## src/rtl/nrm_pkg.sv

```systemverilog
package nrm_pkg;
    typedef enum logic [2:0] {
        ST_IDLE,
        ST_FETCH,
        ST_TEST,
        ST_SHIFT,
        ST_ALIGN,
        ST_FINISH
    } nrm_state_t;
endpackage

```

## src/rtl/nrm_shifter.sv

```systemverilog
module nrm_shifter #(
    parameter int DATA_W = 32,
    parameter int CNT_W  = 8
) (
    input  logic              clk,
    input  logic              rst_n,
    input  logic              load,
    input  logic              shift_en,
    input  logic [DATA_W-1:0] op_in,
    output logic [DATA_W-1:0] work,
    output logic [CNT_W-1:0]  cnt,
    output logic              is_zero,
    output logic              top_bit,
    output logic              next_top
);
    always_ff @(posedge clk or negedge rst_n) begin
        if (!rst_n) begin
            work    <= '0;
            cnt     <= '0;
            is_zero <= 1'b0;
        end else if (load) begin
            work    <= op_in;
            cnt     <= '0;
            is_zero <= (op_in == '0);
        end else if (shift_en) begin
            work <= {work[DATA_W-2:0], 1'b0};
            cnt  <= cnt + CNT_W'(1);
        end
    end

    assign top_bit  = work[DATA_W-1];
    assign next_top = work[DATA_W-2];


    no_shift_normalized_chk: assert property (@(posedge clk) disable iff (!rst_n)
        shift_en |-> !work[DATA_W-1]);


    cnt_step_chk: assert property (@(posedge clk) disable iff (!rst_n)
        shift_en |=> cnt == $past(cnt) + CNT_W'(1));
endmodule

```

## src/rtl/nrm_ctrl.sv

```systemverilog
module nrm_ctrl
    import nrm_pkg::*;
#(
    parameter int LAT_ZERO    = 4,
    parameter int LAT_NZ_BASE = 6
) (
    input  logic clk,
    input  logic rst_n,
    input  logic start,
    input  logic is_zero,
    input  logic top_bit,
    input  logic next_top,
    output logic load,
    output logic shift_en,
    output logic wr_en,
    output logic busy,
    output logic done
);
    localparam int Z_TAIL  = LAT_ZERO - 3;
    localparam int NZ_TAIL = LAT_NZ_BASE - 3;
    localparam int MAX_TAIL = (Z_TAIL > NZ_TAIL) ? Z_TAIL : NZ_TAIL;
    localparam int PAD_W   = $clog2(MAX_TAIL + 1);

    nrm_state_t state, state_nx;
    logic [PAD_W-1:0] pad_q, pad_nx;

    always_ff @(posedge clk or negedge rst_n) begin
        if (!rst_n) begin
            state <= ST_IDLE;
            pad_q <= '0;
        end else begin
            state <= state_nx;
            pad_q <= pad_nx;
        end
    end

    always_comb begin
        state_nx = state;
        pad_nx   = pad_q;
        unique case (state)
            ST_IDLE:   if (start) state_nx = ST_FETCH;
            ST_FETCH:  state_nx = ST_TEST;
            ST_TEST: begin
                if (is_zero) begin
                    state_nx = ST_ALIGN;
                    pad_nx   = PAD_W'(Z_TAIL);
                end else if (top_bit) begin
                    state_nx = ST_ALIGN;
                    pad_nx   = PAD_W'(NZ_TAIL);
                end else begin
                    state_nx = ST_SHIFT;
                end
            end
            ST_SHIFT: begin
                if (next_top) begin
                    state_nx = ST_ALIGN;
                    pad_nx   = PAD_W'(NZ_TAIL);
                end
            end
            ST_ALIGN: begin
                if (pad_q <= PAD_W'(1)) state_nx = ST_FINISH;
                else pad_nx = pad_q - PAD_W'(1);
            end
            ST_FINISH: state_nx = ST_IDLE;
            default:   state_nx = ST_IDLE;
        endcase
    end

    always_comb begin
        load     = (state == ST_IDLE) && start;
        shift_en = (state == ST_SHIFT);
        wr_en    = (state == ST_FINISH);
        done     = (state == ST_FINISH);
        busy     = (state != ST_IDLE);
    end


    done_ends_busy_chk: assert property (@(posedge clk) disable iff (!rst_n)
        done |=> !busy);


    done_single_chk: assert property (@(posedge clk) disable iff (!rst_n)
        done |=> !done);


    no_reload_busy_chk: assert property (@(posedge clk) disable iff (!rst_n)
        busy |-> !load);
endmodule

```

## src/rtl/nrm_result.sv

```systemverilog
module nrm_result #(
    parameter int DATA_W = 32,
    parameter int CNT_W  = 8
) (
    input  logic              clk,
    input  logic              rst_n,
    input  logic              wr_en,
    input  logic [DATA_W-1:0] work,
    input  logic [CNT_W-1:0]  cnt,
    input  logic              is_zero,
    output logic [DATA_W-1:0] acc_out,
    output logic [CNT_W-1:0]  shift_cnt,
    output logic              zero_flag
);
    always_ff @(posedge clk or negedge rst_n) begin
        if (!rst_n) begin
            acc_out   <= '0;
            shift_cnt <= '0;
            zero_flag <= 1'b0;
        end else if (wr_en) begin
            acc_out   <= work;
            shift_cnt <= cnt;
            zero_flag <= is_zero;
        end
    end


    left_justified_chk: assert property (@(posedge clk) disable iff (!rst_n)
        wr_en |=> (acc_out[DATA_W-1] || zero_flag));


    zero_agree_chk: assert property (@(posedge clk) disable iff (!rst_n)
        wr_en |=> (zero_flag == (acc_out == '0)));
endmodule

```

## src/rtl/nrm_unit.sv

```systemverilog
module nrm_unit #(
    parameter int DATA_W      = 32,
    parameter int CNT_W       = 8,
    parameter int LAT_ZERO    = 4,
    parameter int LAT_NZ_BASE = 6
) (
    input  logic              clk,
    input  logic              rst_n,
    input  logic              start,
    input  logic [DATA_W-1:0] acc_in,
    output logic              busy,
    output logic              done,
    output logic [DATA_W-1:0] acc_out,
    output logic [CNT_W-1:0]  shift_cnt,
    output logic              zero_flag
);
    localparam int LAT_W = $clog2(LAT_NZ_BASE + DATA_W + 1) + 1;

    logic              load, shift_en, wr_en;
    logic [DATA_W-1:0] work;
    logic [CNT_W-1:0]  cnt;
    logic              is_zero, top_bit, next_top;

    nrm_ctrl #(.LAT_ZERO(LAT_ZERO), .LAT_NZ_BASE(LAT_NZ_BASE)) u_ctrl (
        .clk(clk), .rst_n(rst_n), .start(start),
        .is_zero(is_zero), .top_bit(top_bit), .next_top(next_top),
        .load(load), .shift_en(shift_en), .wr_en(wr_en),
        .busy(busy), .done(done)
    );

    nrm_shifter #(.DATA_W(DATA_W), .CNT_W(CNT_W)) u_shift (
        .clk(clk), .rst_n(rst_n), .load(load), .shift_en(shift_en),
        .op_in(acc_in), .work(work), .cnt(cnt),
        .is_zero(is_zero), .top_bit(top_bit), .next_top(next_top)
    );

    nrm_result #(.DATA_W(DATA_W), .CNT_W(CNT_W)) u_res (
        .clk(clk), .rst_n(rst_n), .wr_en(wr_en),
        .work(work), .cnt(cnt), .is_zero(is_zero),
        .acc_out(acc_out), .shift_cnt(shift_cnt), .zero_flag(zero_flag)
    );

    // Busy-cycle counter used only by the latency assertion
    logic [LAT_W-1:0] lat_q;
    always_ff @(posedge clk or negedge rst_n) begin
        if (!rst_n)      lat_q <= '0;
        else if (load)   lat_q <= LAT_W'(1);
        else if (busy)   lat_q <= lat_q + LAT_W'(1);
    end


    latency_match_chk: assert property (@(posedge clk) disable iff (!rst_n)
        done |-> lat_q == (is_zero ? LAT_W'(LAT_ZERO)
                                   : LAT_W'(LAT_NZ_BASE) + LAT_W'(cnt)));
endmodule

```

## config.mk

```make
export PLATFORM = sky130hd
export DESIGN_NAME = nrm_unit
export DESIGN_NICKNAME = d
export VERILOG_FILES = /design/src/rtl/nrm_pkg.sv /design/src/rtl/nrm_shifter.sv /design/src/rtl/nrm_ctrl.sv /design/src/rtl/nrm_result.sv /design/src/rtl/nrm_unit.sv
export SDC_FILE = /design/constraint.sdc
export NUM_CORES = 1
export LEC_CHECK = 0
export BUFFER_PORTS_ARGS = -buffer_cell sky130_fd_sc_hd__buf_4
export CAP_MARGIN = 15
export CORE_MARGIN = 1
export CORE_UTILIZATION = 56
export DETAILED_ROUTE_END_ITERATION = 10
export HOLD_SLACK_MARGIN = 0.08
export PLACE_DENSITY = 0.81
export SYNTH_ARGS = -nofsm -noshare
export SYNTH_HDL_FRONTEND = slang
export SYNTH_SLANG_ARGS = --single-unit
export TNS_END_PERCENT = 30
```

## constraint.sdc

```tcl
create_clock -name clk -period 4.25 [get_ports clk]
set_clock_uncertainty 0.2 [all_clocks]
set_input_delay 0.85 -clock clk [delete_from_list [all_inputs] [get_ports clk]]
set_output_delay 0.85 -clock clk [all_outputs]
set_load 0.01 [all_outputs]
```

==> run_results.csv, run 1 <==
group,metric,value,unit
die,die_w,83.6,um
synth,synthTopCellsByArea,"dfrtp_1 (58%), mux2_2 (12%), a22o_1 (6.8%)",
pwr,power.leakage,2.35,nW
routing,drt-total-wl,7820,um
synth,ys.flop_type,"dfrtp_1",
clock_tree,cts_tree,"done",
die,die_area,7000,um^2
finish,area_growth,22.8,%
clock_tree,htree_levels,3,
routing,vias,2684,
pwr,ir_drop,0.000398,V
finish,fill_cells,455,
worst_setup_path,cp_cell_sequence,"or3_1 > buf_4",
timing,hold_violations,0,
routing,dr.pass1.iters,4,
worst_setup_path,crit_path_max_fanout,14,
clock_tree,postCtsResizedCells,0,
global_routing,grt_usage,23.5,%
worst_setup_path,endpoint_kind,"output pin",
placed_design,gp_congestion,0.859,
synth,seq_area_frac_synth,58.3,%
worst_setup_path,r2r_setup_slack,2.06,ns
clock_tree,holdBufCountCts,0,
global_routing,grt-ovfl-total,0,
job,drv_cap,0,
finish,diodes,0,
die,rows,29,
clock_tree,clockBufferDepth,2,
worst_setup_path,slowest_delay,0.55,ns
min_path,hold_class,"in2async",
worst_setup_path,reg2reg_to,"u_shift.work[3]$_DFFE_PN0P_",
worst_setup_path,path_class,"reg2out",
timing,setup_viol,0,
synth,synth_area_per_cell,12.9,um^2
global_routing,antenna_found_initial,0,
worst_setup_path,ff2ff_path_depth,5,
die,coreArea,6390,um^2
die,die_h,83.6,um
clock_tree,cts_made_buffers,9,
global_routing,grt_pass1_vias,2593,
worst_setup_path,cp-start-kind,"flip-flop",
routing,wl_per_cell,17.5,um
finish,final_nets,401,
clock_tree,root_buffer,"clkbuf_8",
worst_setup_path,cp.arrival,1.53,ns
worst_setup_path,timing.critical_path.buf_inv,1,
global_routing,grt_max_degree,88,
finish,drive_gt1_share,38.8,%
timing,slew_headroom,63.0,%
synth,synth_top_cell_by_area,"dfrtp_1",
worst_setup_path,slowest_stage,"dfrtp_1",
synth,synth_fp_nets,326,
routing,antenna_left,0,
placed_design,io_buffers,77,
status,outcome,"completed",
routing,vias_per_cell,6.02,
clock_tree,cts_setup_buffers,0,
worst_setup_path,cpLargestDelayFamily,"flip-flops",
die,start_util,58.4,%
timing,tightest_slew,0.555,ns
timing,max_freq,388,MHz
clock_tree,cts.sinks,87,
routing,post-route-drc-count,0,
synth,synth_edf_count,0,
synth,synth_seq_cells,87,
pwr,p_total,0.00313,W
placed_design,hpwlAfterDp,5070,um
die,ios,78,
timing,final_max_slew_viol_count,0,
synth,async_reset_ff_share,100,%
placed_design,dp_cells,428,
timing,fin_setup_tns,0,ns
clock_tree,clkLatencyLatePin,0.35,ns
worst_setup_path,required,3.20,ns
clock_tree,clk_pin_slew,0.08,ns
timing,fin_crit_sh,60.7,%
worst_setup_path,r2r-start,"u_ctrl.state[0]$_DFFE_PN0P_",
synth,synth_top_area_share,58.3,%
timing,min_period,2.58,ns
synth,synthDistinctLibCells,38,
synth,ys_warn_count,0,
finish,finalNonFillerCells,446,
synth,syn_inst,289,
timing,rsz0062_at_grt,"no",
synth,netlist_area,3730,um^2
pwr,p_per_area,682,nW/um^2
routing,drt_iter0_markers,181,
global_routing,grt_pass1_wl,12800,um
==> sequential cells by signal (all words and copies together) (netlist names) <==
signal           count
u_res.acc_out       32
u_res.shift_cnt      8
u_shift.work        32
u_ctrl.pad_q         2
u_res.zero_flag      1
u_shift.cnt          8
u_shift.is_zero      1
u_ctrl.state         3
==> cell type report <==
type | count | area, um^2 | area share, %
clock buffers | 10 | 128 | 2.78
clock inverters | 6 | 70.1 | 1.53
inverters | 5 | 18.8 | 0.410
multi-input cells | 179 | 1450 | 31.6
flip-flops and latches | 87 | 2180 | 47.5
well taps | 77 | 96.3 | 2.10
repair buffers | 82 | 643 | 14.0
==> report_power, final <==
part	switching [W]	leakage (nW)	total, W	internal [W]
clock network	0.000297	0.0891	0.000572	0.000275
registers	0.000275	1.11	0.00143	0.00116
logic	0.000489	1.14	0.00112	0.000633
==> metrics by stage <==
step	cell area [um^2]	hold slack, ns	worst slack, ns	utilization, %
finish	4580	0.232	1.67	71.8
global route	4580	0.249	1.60	71.8
CTS	4540	0.297	1.64	71.1
detailed placement	4340	0.278	1.36	68.0
global placement	4340	0.266	1.42	68.0
floorplan	3730	0.267	2.13	-
==> cells in the mapped netlist (4+ instances only) <==
cell     count
inv_1        5
dfrtp_1     87
or3_1        4
nand2_1     13
o21ai_0      8
a22o_1      29
a21oi_1      5
a21o_1      29
buf_2       14
nor4_1       9
nor2_1       5
mux2_2      40
==> kinds of logic after synthesis <==
group                      Yosys count  share of synthesized area, %
and+or+nand+nor                     52                          8.51
DFF                                 87                          58.3
AOI/OAI and AO/OA                   81                          16.5
adders and majority gates            2                         0.670
xor gates and xnor gates             2                         0.469
buffers and inverters               23                          2.88
muxes                               42                          12.6
==> how the worst max path moves through the flow <==
stage,from,end,depth (start not counted)
6_report,u_ctrl.state[0]$_DFFE_PN0P_,busy,2
2_1_floorplan,u_ctrl.state[0]$_DFFE_PN0P_,done,4
5_1_grt,u_ctrl.state[0]$_DFFE_PN0P_,busy,2
4_1_cts,u_ctrl.state[0]$_DFFE_PN0P_,busy,2
3_3_place_gp,start,u_shift.work[6]$_DFFE_PN0P_,5
3_5_place_dp,start,u_shift.work[3]$_DFFE_PN0P_,5
==> worst register-to-register path, cell delays in order, from the launching register on <==
cell	delay, ns
dfrtp_1	0.55
nor4b_4	0.31
buf_4	0.45
nor2_2	0.18
buf_8	0.20
a21o_1	0.20
==> cells in the final DEF (no fill, tap or decap), types with 2 or more instances in the layout <==
master and instances:
clkinvlp_4 3, nand2_1 13, mux2_2 40, inv_1 5, buf_4 80, ha_1 2
nand4_1 3, nor3_1 2, nand3_1 3, nor2b_1 2, dfrtp_1 87, a21o_1 29
o21ai_0 8, or4_1 2, a21oi_1 5, xnor2_1 2, o31ai_1 3, nand3b_2 2
clkbuf_8 9, or3_1 4, nor2_1 4, nor4_1 9, a22o_1 29, mux2i_1 2
==> per-layer routing <==
metal | track usage [%] | part of all wire, % | vias to the layer above | wire length, um
met5 | 0 | 0 | - | 0
met4 | 9.09 | 0.95 | 0 | 74
met3 | 3.86 | 5.9 | 7 | 464
met2 | 33.9 | 46 | 101 | 3630
met1 | 35.8 | 47 | 1343 | 3650
li1 | - | - | 1233 | -
Power figures use the tool's default switching activity.
==> run 2, diff against run 1 <==
ABC_AREA = 1   (was not set)
CORE_UTILIZATION = 49   (was 56)
PLACE_DENSITY = 0.75   (was 0.81)
clock period = 2.2 ns   (was 4.25 ns; I/O delays follow)
==> run 2 against run 1 <==
Synthesized area up 2.5%. First-iteration DRC count down 7.2%. Power up 97%. Worst hold slack worse by 0.13 ns. Setup slack worse by 1.4 ns. Sequential share of layout area down 1.6 points. Clock power up 100%. Largest cell class unchanged. Critical path depth up 1. Die area up 17%.
==> run_results.csv, run 2 <==
group,metric,value,unit
synth,synthXorXnorAreaFrac,0.229,%
routing,drt-total-wl,8580,um
die,die_area,8160,um^2
timing,min_period,1.97,ns
timing,fin_setup_tns,0,ns
worst_setup_path,cp.arrival,1.33,ns
min_path,min_from,"acc_in[9]",
routing,vias_per_cell,5.00,
synth,synth_top_area_share,56.9,%
synth,synth_fp_nets,522,
clock_tree,root_buffer,"clkbuf_8",
synth,netlist_area,3820,um^2
routing,post-route-drc-count,0,
timing,fin_crit_sh,89.7,%
timing,max_freq,507,MHz
timing,rsz0062_at_grt,"no",
synth,synthSimpleGateAreaFrac,32.9,%
synth,synth_area_per_cell,7.89,um^2
die,rows,31,
synth,synth_top_cell_by_area,"dfrtp_1",
global_routing,grt_usage,22.6,%
status,outcome,"completed",
worst_setup_path,cp_cell_sequence,"nor2_2 > nand2_1 > buf_4",
placed_design,hpwlAfterDp,6040,um
worst_setup_path,slowest_stage,"dfrtp_1",
die,ios,78,
synth,synthAdderAreaFrac,0.654,%
worst_setup_path,crit_start,"u_ctrl.state[0]$_DFFE_PN0P_",
timing,final_max_slew_viol_count,0,
finish,fill_cells,660,
routing,vias,3339,
finish,area_growth,24.0,%
die,start_util,51.6,%
synth,synthMuxAreaShare,0,%
clock_tree,cts.sinks,87,
clock_tree,clkLatencyLatePin,0.36,ns
min_path,hold_class,"in2reg",
die,die_w,90.4,um
worst_setup_path,cp-start-kind,"flip-flop",
clock_tree,cts_made_buffers,9,
synth,synthDistinctLibCells,19,
routing,wl_per_cell,12.8,um
routing,dr.pass1.iters,4,
global_routing,grt_max_degree,54,
finish,final_common_cell,"nand2_1",
finish,layout_common_cells,"nand2_1 (234), dfrtp_1 (87), buf_4 (86)",
worst_setup_path,r2r-start,"u_ctrl.state[0]$_DFFE_PN0P_",
synth,synth_common_cells,"nand2_1 (234), dfrtp_1 (87), nand3_1 (43), nor2_1 (34), inv_1 (26)",
die,coreArea,7410,um^2
finish,drive_gt1_share,19.3,%
timing,slew_headroom,66.1,%
finish,layout.area.seq,2180,um^2
placed_design,io_buffers,77,
synth,synth_top_family_by_area,"simple AND/OR/NAND/NOR gates",
placed_design,gp_congestion,0.890,
pwr,p_total,0.00616,W
synth,syn_inst,485,
timing,hold_violations,0,
worst_setup_path,required,1.56,ns
pwr,power.leakage,2.52,nW
synth,synth_edf_count,0,
global_routing,grt-ovfl-total,0,
global_routing,antenna_found_initial,0,
finish,diodes,0,
clock_tree,clockBufferDepth,2,
finish,final_nets,601,
synth,synth_seq_cells,87,
global_routing,grt_pass1_vias,3182,
synth,synthTopCellsByArea,"dfrtp_1 (57%), nand2_1 (23%), nand3_1 (5.6%)",
pwr,ir_drop,0.000582,V
worst_setup_path,crit_path_max_fanout,5,
synth,ys_warn_count,0,
worst_setup_path,timing.critical_path.buf_inv,1,
clock_tree,postCtsResizedCells,0,
finish,largest_registers,"u_res.acc_out x32, u_shift.work x32",
synth,ys.flop_type,"dfrtp_1",
finish,multiInputGateArea,1450,um^2
clock_tree,cts_tree,"done",
worst_setup_path,cpLargestDelayFamily,"flip-flops",
global_routing,grt_pass1_wl,14700,um
synth,synth_compound_area_share,3.89,%
worst_setup_path,slowest_delay,0.45,ns
die,die_h,90.4,um
timing,setup_viol,0,
clock_tree,clk_pin_slew,0.09,ns
pwr,p_per_area,1300,nW/um^2
job,drv_cap,0,
synth,seq_area_frac_synth,56.9,%
timing,tightest_slew,0.508,ns
synth,async_reset_ff_share,100,%
clock_tree,htree_levels,3,
worst_setup_path,endpoint_kind,"output pin",
worst_setup_path,path_class,"reg2out",
routing,antenna_left,0,
routing,drt_iter0_markers,168,
synth,synth_most_common_cell,"nand2_1",
## run 2: layout make-up
type / count / area share (%)
inverter: 29 / 2.30
sequential: 87 / 45.9
multi-input combinational: 349 / 30.6
tap: 99 / 2.61
timing repair buffer: 88 / 14.2
clock buffer: 12 / 3.27
clock inverter: 4 / 1.11
## run 2: timing repair
| action | in CTS | in global routing |
|---|---|---|
| buffers inserted | 0 | 0 |
| hold endpoints to repair | 24 | 0 |
| hold buffers | 1 | 0 |
## run 2: path summary, 6_finish.rpt
kind / to / slack (ns) / cells past startpoint
worst max-delay path: busy / 0.23 / 3
min in group asynchronous: u_res.shift_cnt[2]$_DFFE_PN0P_ / 0.33 / 2
worst min register to register: u_res.acc_out[15]$_DFFE_PN0P_ / 0.29 / 2
max in group asynchronous: u_res.acc_out[8]$_DFFE_PN0P_ / 0.89 / 3
worst min-delay path: u_shift.work[9]$_DFFE_PN0P_ / 0.11 / 3
worst max register to register: u_shift.work[27]$_DFFE_PN0P_ / 0.48 / 8
## run 2: where the power goes
group | leakage, nW | internal, W | switching [W] | total, W
combinational | 1.31 | 0.000965 | 0.00135 | 0.00231
sequential | 1.11 | 0.00225 | 0.000451 | 0.00270
clock | 0.107 | 0.000592 | 0.000562 | 0.00115
total | 2.52 | 0.00380 | 0.00236 | 0.00616
## run 2: routing by layer
layer	track usage [%]	vias up	share of wire [%]
met4	8.74	0	1.5
met1	30.7	1586	45
met5	0	-	0
li1	-	1660	-
met2	37.0	82	49
met3	3.28	11	4.6
## run 2: cells by family after synthesis
| group | count (synthesis) |
|---|---|
| fa+ha+maj | 2 |
| buf+inv | 49 |
| flops | 87 |
| xor+xnor | 1 |
| simple gates | 317 |
| compound gates | 29 |
## run 2: per-stage QoR
stage	util (%)	instances	hold slack (ns)	setup WS, ns	cell area, um^2
after floorplan	-	485	-0.0556	0.568	3820
after global placement	61.1	651	0.168	0.545	4520
after detailed placement	61.1	651	0.171	0.505	4520
after CTS	64.0	668	0.0981	0.235	4740
after global routing	64.0	668	0.105	0.164	4740
final	64.0	668	0.106	0.226	4740
## run 2: worst register-to-register path, stage by stage (launching register included)
cell and delay, ns:
dfrtp_1 0.45, inv_2 0.08, nand2_1 0.07, nor2_1 0.05, nand2_1 0.10, nand2_2 0.10, inv_2 0.39, nand2_1 0.13
nand3_1 0.10
